--- src/rtl/mii_phy_path.sv ---
module mii_phy_path (
  input  logic       clk,
  input  logic       rst_n,
  input  logic       cfg_loop_mac,
  input  logic       cfg_coltest_mac,
  input  logic       cfg_coltest_sw,
  input  logic       cfg_isolate,
  input  logic       cfg_full_duplex,
  input  logic       cfg_speed_hi,
  input  logic       cfg_turbo,
  input  logic [3:0] mac_txd,
  input  logic       mac_txen,
  input  logic       mac_txer,
  input  logic [3:0] sw_txd,
  input  logic       sw_txen,
  output logic [3:0] mac_rxd,
  output logic       mac_rxdv,
  output logic       mac_rxer,
  output logic       mac_crs,
  output logic       mac_col,
  output logic       mac_oe,
  output logic [3:0] sw_rxd,
  output logic       sw_rxdv,
  output logic       sw_rxer,
  output logic       sw_crs,
  output logic       sw_col,
  output logic [1:0] rate_sel
);

  logic [3:0] m_d;
  logic       m_en, m_er, fwd_en, sw_act, half;

  assign m_d    = cfg_isolate ? 4'd0 : mac_txd;
  assign m_en   = mac_txen & ~cfg_isolate;
  assign m_er   = mac_txer & ~cfg_isolate;
  assign fwd_en = m_en & ~cfg_loop_mac;
  assign sw_act = sw_txen & ~cfg_loop_mac;
  assign half   = ~cfg_full_duplex;

  assign rate_sel = !cfg_speed_hi ? 2'd0 : (cfg_turbo ? 2'd2 : 2'd1);

  always_ff @(posedge clk) begin
    if (!rst_n) begin
      mac_rxd  <= '0;
      mac_rxdv <= 1'b0;
      mac_rxer <= 1'b0;
      mac_crs  <= 1'b0;
      mac_col  <= 1'b0;
      sw_rxd   <= '0;
      sw_rxdv  <= 1'b0;
      sw_rxer  <= 1'b0;
      sw_crs   <= 1'b0;
      sw_col   <= 1'b0;
    end else begin
      if (cfg_isolate) begin
        mac_rxd  <= '0;
        mac_rxdv <= 1'b0;
        mac_rxer <= 1'b0;
      end else if (cfg_loop_mac) begin
        mac_rxd  <= m_d;
        mac_rxdv <= m_en;
        mac_rxer <= m_er;
      end else begin
        mac_rxd  <= sw_txd;
        mac_rxdv <= sw_txen;
        mac_rxer <= 1'b0;
      end
      mac_crs <= ~cfg_isolate & (m_en | sw_act);
      mac_col <= ~cfg_isolate & ((cfg_coltest_mac & m_en) | (half & m_en & sw_act));
      sw_rxd  <= fwd_en ? m_d : 4'd0;
      sw_rxdv <= fwd_en;
      sw_rxer <= fwd_en & m_er;
      sw_crs  <= fwd_en | sw_txen;
      sw_col  <= (cfg_coltest_sw & sw_txen) | (half & fwd_en & sw_txen);
    end
  end

  always_ff @(posedge clk) mac_oe <= ~cfg_isolate;

endmodule


--- config.mk ---
export PLATFORM = sky130hd
export DESIGN_NAME = mii_phy_path
export DESIGN_NICKNAME = d
export VERILOG_FILES = /design/src/rtl/mii_phy_path.sv
export SDC_FILE = /design/constraint.sdc
export NUM_CORES = 1
export LEC_CHECK = 0
export ABC_CLOCK_PERIOD_IN_PS = 1100
export BUFFER_PORTS_ARGS = -buffer_cell sky130_fd_sc_hd__buf_2
export CORE_MARGIN = 10
export CORE_UTILIZATION = 38
export DETAILED_ROUTE_END_ITERATION = 8
export PLACE_DENSITY = 0.84
export SYNTH_ARGS = -nofsm -noshare
export SYNTH_HDL_FRONTEND = slang
export SYNTH_SLANG_ARGS = --single-unit
--- constraint.sdc ---
create_clock -name clk -period 1.1 [get_ports clk]
set_input_delay 0.275 -clock clk [delete_from_list [all_inputs] [get_ports clk]]
set_output_delay 0.275 -clock clk [all_outputs]
set_load 0.03 [all_outputs]
==> summary.txt, run 1 <==
Pwr
  • Worst VDD drop: just under 600 uV
  • Cell area power density: ~1400 nW/um^2
  • Leakage power: 0.000439 uW
  • Total power: 1150 uW

Yosys
  • Yosys top cell area share: 61.5%
  • Commonest cells post-synth: dfxtp_1, and2_1, nor2_1, mux2i_1
  • Simple-Gate Fraction of Synth Area: a little over a fifth
  • Synth Area in XOR/XNOR: 0%
  • Most instantiated library cell after synthesis: dfxtp_1
  • Yosys reg bits: 17
  • Synth Area in Adders: 0%
  • Largest family of logic cells by synthesized area: simple AND/OR/NAND/NOR gates
  • Synth warn: 0
  • Syn_area_per_cell: between 10 and 15 sq um
  • Syn Nets: 68
  • EDFF count, synth: 0
  • Ys flop type: dfxtp_1
  • Synth cell types: 16
  • FFs w/ async S/R, synth: 0%
  • Synth area leader: dfxtp_1
  • Mux share of post-synthesis cell area: under 10%
  • Syn Std Cell Area: 553 sq um
  • Cells after Synth: 48
  • Top post-synthesis cells by area: dfxtp_1, mux2i_1, and2_1
  • Register area share after synthesis: 61.5%
  • Complex-gate fraction of the synthesized area: ~7.0%

Setup path
  • Max incr delay on CP: 0.32 ns
  • Worst Path Required: 0.82 ns
  • CP Cell Sequence: clkbuf_4
  • WP data arrival: ~0.80 ns
  • Critical setup path kind: register to output port
  • Slowest cell on crit path: dfxtp_1
  • Crit path capture type: output port
  • Worst-path maximum fanout: 1
  • WP buf/inv: 1
  • Crit start category: register
  • Worst path top cell family by delay: flip-flops

Floorplanning
  • I/O pin cnt: 39
  • Die W: 58.2 um
  • Starting density of the core: between 40% and 50%
  • Core area: 1330 sq um
  • Die height: 58.2 um
  • Die footprint: about 3400 sq um
  • FP Rows: 13

Global routing
  • Vias in the first global route: about 470
  • Largest net degree at the start of global routing: 11
  • Antenna violations before repair: 0
  • Gr ovfl total: 0
  • First-pass GRT wire length: 2180 um
  • GR Util All Layers: 8.27%

Clocking
  • H-tree lvl count: 1
  • Max Root-Sink Buffers: 2
  • Number of gates resized after CTS: 0
  • CTS Buf Count: 3
  • Clock sink count: 17
  • CTS clk-pin slew, worst paths: approximately 0.10 ns
  • # hold bufs at CTS: 0
  • Clk root buf: clkbuf_4
  • Post-CTS Setup Bufs: 0
  • CTS tree: built

Placement
  • # port buffers: 38
  • GP Congestion: 0.791
  • HPWL after DPL: 1180 um

Run status
  • Status: finished clean

Route
  • Via count: 480
  • WL per Instance: 13.9 um
  • ANT nets after route: 0
  • Post-Route WL: between 1000 and 1500 um
  • Initial drt markers: 6
  • Post-DR vias/cell: 4.57
  • DRC violations left: 0
  • Initial DRT Pass Iterations: 4

STA
  • Final period util: 97.4%
  • RSZ-0062 raised after global routing: no
  • Setup violators final: 0
  • Worst hold slack: between 0.15 and 0.2 ns
  • Rel. slew slack: 81.2%
  • Final Max Tran Viols: 0
  • Worst-margin pin slew: ~0.28 ns
  • Min Tclk post-route: 1.07 ns
  • Endpoints failing hold: 0
  • Fmax achieved: 0.933 GHz
  • Setup TNS: 0 ns

Flow run
  • Max_cap viols: 0

Min path
  • Min-Delay Endpoint: mac_oe
  • Hold path cells: 2
  • Worst Hold Class: input pin to register
  • Min-delay src: cfg_isolate

Layout
  • Layout cells sized above 1: just under 50%
  • Antenna Cells: 0
  • Area Growth Syn to Fin: 46.6%
  • FILL cells: 129
  • Final #Nets: 111
## placed cells by master (no fill, tap or decap), types with 4 or more instances in the layout
master    synthesis  routed
buf_4             0       5
nor2_1            5       5
buf_2             0      28
dfxtp_1          17      17
clkbuf_4          0       9
and2_1            6       6
mux2i_1           4       4
## sequential cells by signal (all words and copies together), names as in the netlist
| signal | count |
|---|---|
| mac_col | 1 |
| mac_crs | 1 |
| mac_oe | 1 |
| mac_rxd | 4 |
| mac_rxdv | 1 |
| mac_rxer | 1 |
| sw_col | 1 |
| sw_crs | 1 |
| sw_rxd | 4 |
| sw_rxdv | 1 |
| sw_rxer | 1 |
## power breakdown
group	internal [uW]	switching, uW	leakage [uW]
registers	637	4.75	0.000139
logic	74.0	106	0.000282
clock network	135	197	0.0000177
total	847	307	0.000439
## metrics by stage
step                worst slack [ns]  instance area, sq um  cells  util (%)
floorplan                     0.0947                   553     48         -
global placement               0.134                   758    101      56.8
detailed placement             0.113                   758    101      56.8
CTS                           0.0120                   786    105      58.9
global route                0.000277                   811    105      60.8
finish                        0.0287                   811    105      60.8
## how the worst max path moves through the flow
| stage | to | depth (start not counted) | start | slack [ns] |
|---|---|---|---|---|
| 2_1_floorplan | rate_sel[0] | 1 | cfg_speed_hi | 0.09 |
| 3_3_place_gp | sw_rxd[3] | 3 | cfg_loop_mac | 0.13 |
| 3_5_place_dp | mac_rxd[0] | 4 | cfg_loop_mac | 0.11 |
| 4_1_cts | mac_rxd[0] | 1 | mac_rxd[0] | 0.01 |
| 5_1_grt | mac_oe | 1 | mac_oe | 0.0003 |
| 6_report | sw_rxd[1] | 1 | sw_rxd[1] | 0.03 |
## cells by family (layout without fill, tap and decap cells)
kind of cell / count (synthesis) / count (layout)
AND/OR/NAND/NOR: 19 / 19
multiplexers: 4 / 4
buffers and inverters: 3 / 45
AO/OA/AOI/OAI: 5 / 5
flip-flops: 17 / 17
## final cells by class
| cell class | count | area, sq um | area share, % |
|---|---|---|---|
| timing repair buffer | 39 | 223 | 27.5 |
| clock buffer | 3 | 22.5 | 2.78 |
| tap | 15 | 18.8 | 2.31 |
| sequential | 17 | 340 | 42.0 |
| inverter | 2 | 7.51 | 0.926 |
| multi-input combinational | 28 | 194 | 23.9 |
| clock inverter | 1 | 5.00 | 0.617 |
## layer usage
layer / vias up / share of wire (%) / GRT usage, %
met5: - / 0 / 0
met2: 28 / 47 / 12.4
met1: 207 / 38 / 8.48
li1: 242 / - / -
met3: 3 / 13 / 3.92
met4: 0 / 1.7 / 7.05
Power figures use the tool's default switching activity.
==> run 2, diff against run 1 <==
- PLACE_DENSITY: 0.84 -> unset
- PLACE_DENSITY_LB_ADDON: unset -> 0.2
==> summary.txt, run 2 (synthesized netlist as in run 1, its figures left out) <==
Run status
  • Status: finished clean

Placement
  • GP Congestion: 0.742 (-6.3%)
  • # port buffers: 38 (unchanged)
  • Placed standard-cell area: 758 sq um (unchanged)
  • HPWL after DPL: 1200 um (+1.7%)

Setup path
  • Slowest cell on crit path: dfxtp_1
  • Worst path top cell family by delay: flip-flops
  • Crit. path cell count: 1 (unchanged)
  • Crit start category: register
  • Max incr delay on CP: 0.32 ns (about the same)
  • Critical setup path kind: register to output port
  • WP data arrival: 0.79 ns (about the same)
  • Crit path capture type: output port
  • WP buf/inv: 1 (unchanged)
  • Worst Path Required: 0.82 ns (about the same)
  • CP Cell Sequence: buf_2
  • Worst-path maximum fanout: 1 (unchanged)

STA
  • Rel. slew slack: 81.5% (+0.32 points)
  • Final period util: 96.6% (-0.84 points)
  • Endpoints failing hold: 0 (unchanged)
  • Worst-margin pin slew: 0.277 ns (-0.00474 ns)
  • Min Tclk post-route: 1.06 ns (-0.00923 ns)
  • Setup violators final: 0 (unchanged)
  • Fmax achieved: 0.942 GHz (+0.87%)
  • Final Max Tran Viols: 0 (unchanged)
  • Setup TNS: 0 ns (unchanged)
  • Worst hold slack: 0.202 ns (+0.0201 ns)

Pwr
  • Cell area power density: 1410 nW/um^2 (-0.99%)
  • Leakage power: 0.000437 uW (-0.36%)
  • Worst VDD drop: 817 uV (+40%)

Route
  • Initial drt markers: 4 (-2)
  • Post-DR vias/cell: 4.62 (+1.0%)
  • DRC violations left: 0 (unchanged)
  • ANT nets after route: 0 (unchanged)
  • WL per Instance: 13.7 um (-1.4%)
  • Post-Route WL: 1430 um (-1.4%)
  • Via count: 485 (+1.0%)
  • Initial DRT Pass Iterations: 4 (unchanged)

Clocking
  • Number of gates resized after CTS: 0 (unchanged)
  • Max Root-Sink Buffers: 2 (unchanged)
  • CTS Buf Count: 3 (unchanged)
  • CTS clk-pin slew, worst paths: 0.09 ns (about the same)
  • Clk root buf: clkbuf_4
  • # hold bufs at CTS: 0 (unchanged)
  • Clock sink count: 17 (unchanged)
  • Post-CTS Setup Bufs: 0 (unchanged)
  • H-tree lvl count: 1 (unchanged)
  • CTS tree: built

Floorplanning
  • Core area: 1330 sq um (unchanged)
  • Die height: 58.2 um (unchanged)
  • Die W: 58.2 um (unchanged)
  • Die footprint: 3380 sq um (unchanged)
  • FP Rows: 13 (unchanged)
  • I/O pin cnt: 39 (unchanged)
  • Starting density of the core: 41.5% (unchanged)

Layout
  • Antenna Cells: 0 (unchanged)
  • Final instance area: 802 sq um (-1.1%)
  • Area Growth Syn to Fin: 45.0%
  • FILL cells: 132 (+2.3%)
  • Biggest regs: mac_rxd (4), sw_rxd (4)
  • Final #Nets: 111 (unchanged)
  • Commonest non-fill, non-tap cell in the layout: buf_2
  • Most frequent cells in the layout: buf_2, dfxtp_1, and2_1, clkbuf_4
  • Register area: 340 sq um (unchanged)
  • Layout cells sized above 1: 47.8% (-1.1 points)
  • Multi-input gate area: 194 sq um (unchanged)

Flow run
  • Max_cap viols: 0 (unchanged)

Min path
  • Hold path cells: 2 (unchanged)
  • Worst Hold Class: input pin to register

Global routing
  • Antenna violations before repair: 0 (unchanged)
  • Largest net degree at the start of global routing: 10 (-1)
  • Vias in the first global route: 516 (+8.9%)
  • First-pass GRT wire length: 2240 um (+2.8%)
  • Gr ovfl total: 0 (unchanged)
  • GR Util All Layers: 8.53% (+0.26 points)
[run 2: cell count changes in the layout (fill, tap and decap cells not counted), sizes merged]
cell	previous run	this run
clkbuf	9	7
clkinv	1	0
buf	33	36
[run 2: final cells by class]
type	instances	share of cell area (%)
Sequential cell	17	42.4
Tap cell	15	2.34
Timing Repair Buffer	39	26.8
Clock buffer	4	3.28
Multi-Input combinational cell	28	24.2
Inverter	2	0.936
[run 2: worst paths after layout]
path	from	to	slack (ns)
setup / recovery	mac_rxdv	mac_rxdv	0.04
hold / removal	cfg_isolate	mac_oe	0.20
[run 2: report_power, final]
group          leakage [uW]  internal (uW)  switching [uW]
sequential         0.000139            637            4.76
combinational      0.000283           71.6             105
clock             0.0000150            140             171
total              0.000437            849             281
[run 2: metrics by stage]
stage	worst slack [ns]	instances	total power [uW]	util (%)
after global routing	-0.0154	105	1200	60.1
after CTS	0.0211	105	1150	58.8
after global placement	0.141	101	829	56.8
after floorplan	0.0947	48	756	-
after detailed placement	0.111	101	831	56.8
final	0.0379	105	1130	60.1
[run 2: metal layers]
layer	track usage, %	part of all wire, %	vias up
li1	-	-	245
met4	7.05	2.0	0
met5	0	0	-
met1	8.48	42	214
met2	13.2	46	24
met3	4.14	10	2
==> run 3, diff against run 2 <==
- PLACE_DENSITY: unset -> 0.75
- PLACE_DENSITY_LB_ADDON: 0.2 -> unset
==> summary.txt, run 3 (synthesized netlist as in run 1, its figures left out) <==
Flow run
  • Max_cap viols: 0 (unchanged)

Setup path
  • Worst-path maximum fanout: 1 (unchanged)
  • Worst path top cell family by delay: flip-flops
  • Slowest cell on crit path: dfxtp_1
  • WP buf/inv: 1 (unchanged)
  • Crit start category: register
  • Crit path capture type: output port
  • CP Cell Sequence: buf_2
  • Critical setup path kind: register to output port
  • Worst Path Required: 0.82 ns (about the same)
  • Max incr delay on CP: 0.31 ns (about the same)
  • WP data arrival: 0.78 ns (about the same)

STA
  • Fmax achieved: 0.948 GHz (+0.64%)
  • Setup violators final: 0 (unchanged)
  • Endpoints failing hold: 0 (unchanged)
  • Setup TNS: 0 ns (unchanged)
  • Final Max Tran Viols: 0 (unchanged)
  • RSZ-0062 raised after global routing: no
  • Rel. slew slack: 82.6% (+1.1 points)
  • Final period util: 95.9% (-0.62 points)
  • Min Tclk post-route: 1.06 ns (-0.00680 ns)
  • Worst-margin pin slew: 0.257 ns (-0.0199 ns)

Min path
  • Hold path cells: 2 (unchanged)
  • Min-delay src: cfg_isolate
  • Min-Delay Endpoint: mac_oe
  • Worst Hold Class: input pin to register

Clocking
  • H-tree lvl count: 1 (unchanged)
  • Max Root-Sink Buffers: 2 (unchanged)
  • CTS tree: built
  • Number of gates resized after CTS: 0 (unchanged)
  • # hold bufs at CTS: 0 (unchanged)
  • CTS Buf Count: 3 (unchanged)
  • Clk root buf: clkbuf_4
  • Post-CTS Setup Bufs: 0 (unchanged)
  • Clock sink count: 17 (unchanged)
  • CTS clk-pin slew, worst paths: 0.09 ns (about the same)

Layout
  • Antenna Cells: 0 (unchanged)
  • Final #Nets: 111 (unchanged)
  • Finished Layout Cells: 105 (unchanged)
  • Biggest regs: mac_rxd (4), sw_rxd (4)
  • FILL cells: 125 (-5.3%)
  • Most frequent cells in the layout: buf_2, dfxtp_1, and2_1, clkbuf_4
  • Commonest non-fill, non-tap cell in the layout: buf_2
  • Layout cells sized above 1: 47.8% (unchanged)
  • Area Growth Syn to Fin: 45.0% (unchanged)

Pwr
  • Psw: 282 uW (about the same)
  • Combinational Power Share: 15.7% (about the same)
  • Sequential share of power: 56.8% (about the same)
  • Clock share of power: 27.5% (about the same)
  • Int Power: 849 uW (about the same)
  • Switching Share: 24.9% (about the same)
  • Leakage power: 0.000438 uW (about the same)
  • Worst VDD drop: 813 uV (-0.48%)
  • Cell area power density: 1410 nW/um^2 (about the same)

Route
  • Post-DR vias/cell: 4.64 (+0.41%)
  • Met1 wire length: 539 um (-10%)
  • WL per Instance: 14.2 um (+4.3%)
  • DR top layer: met4
  • DR WL met2: 703 um (+6.8%)
  • Initial DRT Pass Iterations: 2 (-2)
  • Post-Route WL: 1500 um (+4.3%)
  • Met3 wire len: 211 um (+46%)
  • ANT nets after route: 0 (unchanged)
  • Initial drt markers: 3 (-1)
  • Via count: 487 (+0.41%)
  • DRC violations left: 0 (unchanged)

Placement
  • Placed insts: 101 (unchanged)
  • # port buffers: 38 (unchanged)
  • HPWL after DPL: 1280 um (+6.5%)
  • GP Congestion: 0.684 (-7.9%)

Run status
  • Status: finished clean

Global routing
  • Gr ovfl total: 0 (unchanged)
  • First-pass GRT wire length: 2300 um (+2.8%)
  • Antenna violations before repair: 0 (unchanged)
  • GR Util All Layers: 8.92% (+0.39 points)
  • Vias in the first global route: 516 (unchanged)
  • Largest net degree at the start of global routing: 10 (unchanged)

Floorplanning
  • Core area: 1330 sq um (unchanged)
  • I/O pin cnt: 39 (unchanged)
  • FP Rows: 13 (unchanged)
  • Starting density of the core: 41.5% (unchanged)
  • Die height: 58.2 um (unchanged)
  • Die W: 58.2 um (unchanged)
  • Die footprint: 3380 sq um (unchanged)
## run 3: cell counts in the layout (fill, tap and decap cells not counted)
No cell type changed its count.
## run 3: power by group through the flow
stage / Clock, uW / Combinational (uW) / Sequential [uW]
after CTS: 323 / 176 / 642
after global placement: 0 / 172 / 656
after detailed placement: 0 / 176 / 656
after floorplan: 0 / 52.5 / 704
after global routing: 352 / 191 / 644
final: 311 / 177 / 642
## run 3: layout make-up
type	count	area (sq um)	area share [%]
Clock buffer	4	26.3	3.28
Timing Repair Buffer	39	215	26.8
Multi-Input combinational cell	28	194	24.2
Sequential cell	17	340	42.4
Inverter	2	7.51	0.936
Tap cell	15	18.8	2.34
## run 3: per-stage QoR
stage          util, %  hold slack [ns]  power [uW]  area, sq um  setup slack (ns)
2_1_floorplan        -            0.350         756          553            0.0947
3_3_place_gp      56.8            0.487         828          758             0.130
3_5_place_dp      56.8            0.495         832          758            0.0949
4_1_cts           58.8            0.193        1140          785            0.0124
5_1_grt           60.1            0.192        1190          802          0.000565
6_report          60.1            0.203        1130          802            0.0447
## run 3: layer usage
layer	vias up	GRT usage, %
met3	4	5.45
met5	-	0
met2	26	14.4
met1	213	7.12
met4	0	9.06
li1	244	-
## run 3: how the worst max path moves through the flow
stage                     slack (ns)          from  depth (start not counted)          end
after floorplan                 0.09  cfg_speed_hi                          1  rate_sel[0]
after global placement          0.13  cfg_loop_mac                          3    sw_rxd[2]
after detailed placement        0.09  cfg_loop_mac                          4   mac_rxd[2]
after CTS                       0.01       mac_col                          1      mac_col
after global routing          0.0006       mac_col                          1      mac_col
final                           0.04        sw_col                          1       sw_col
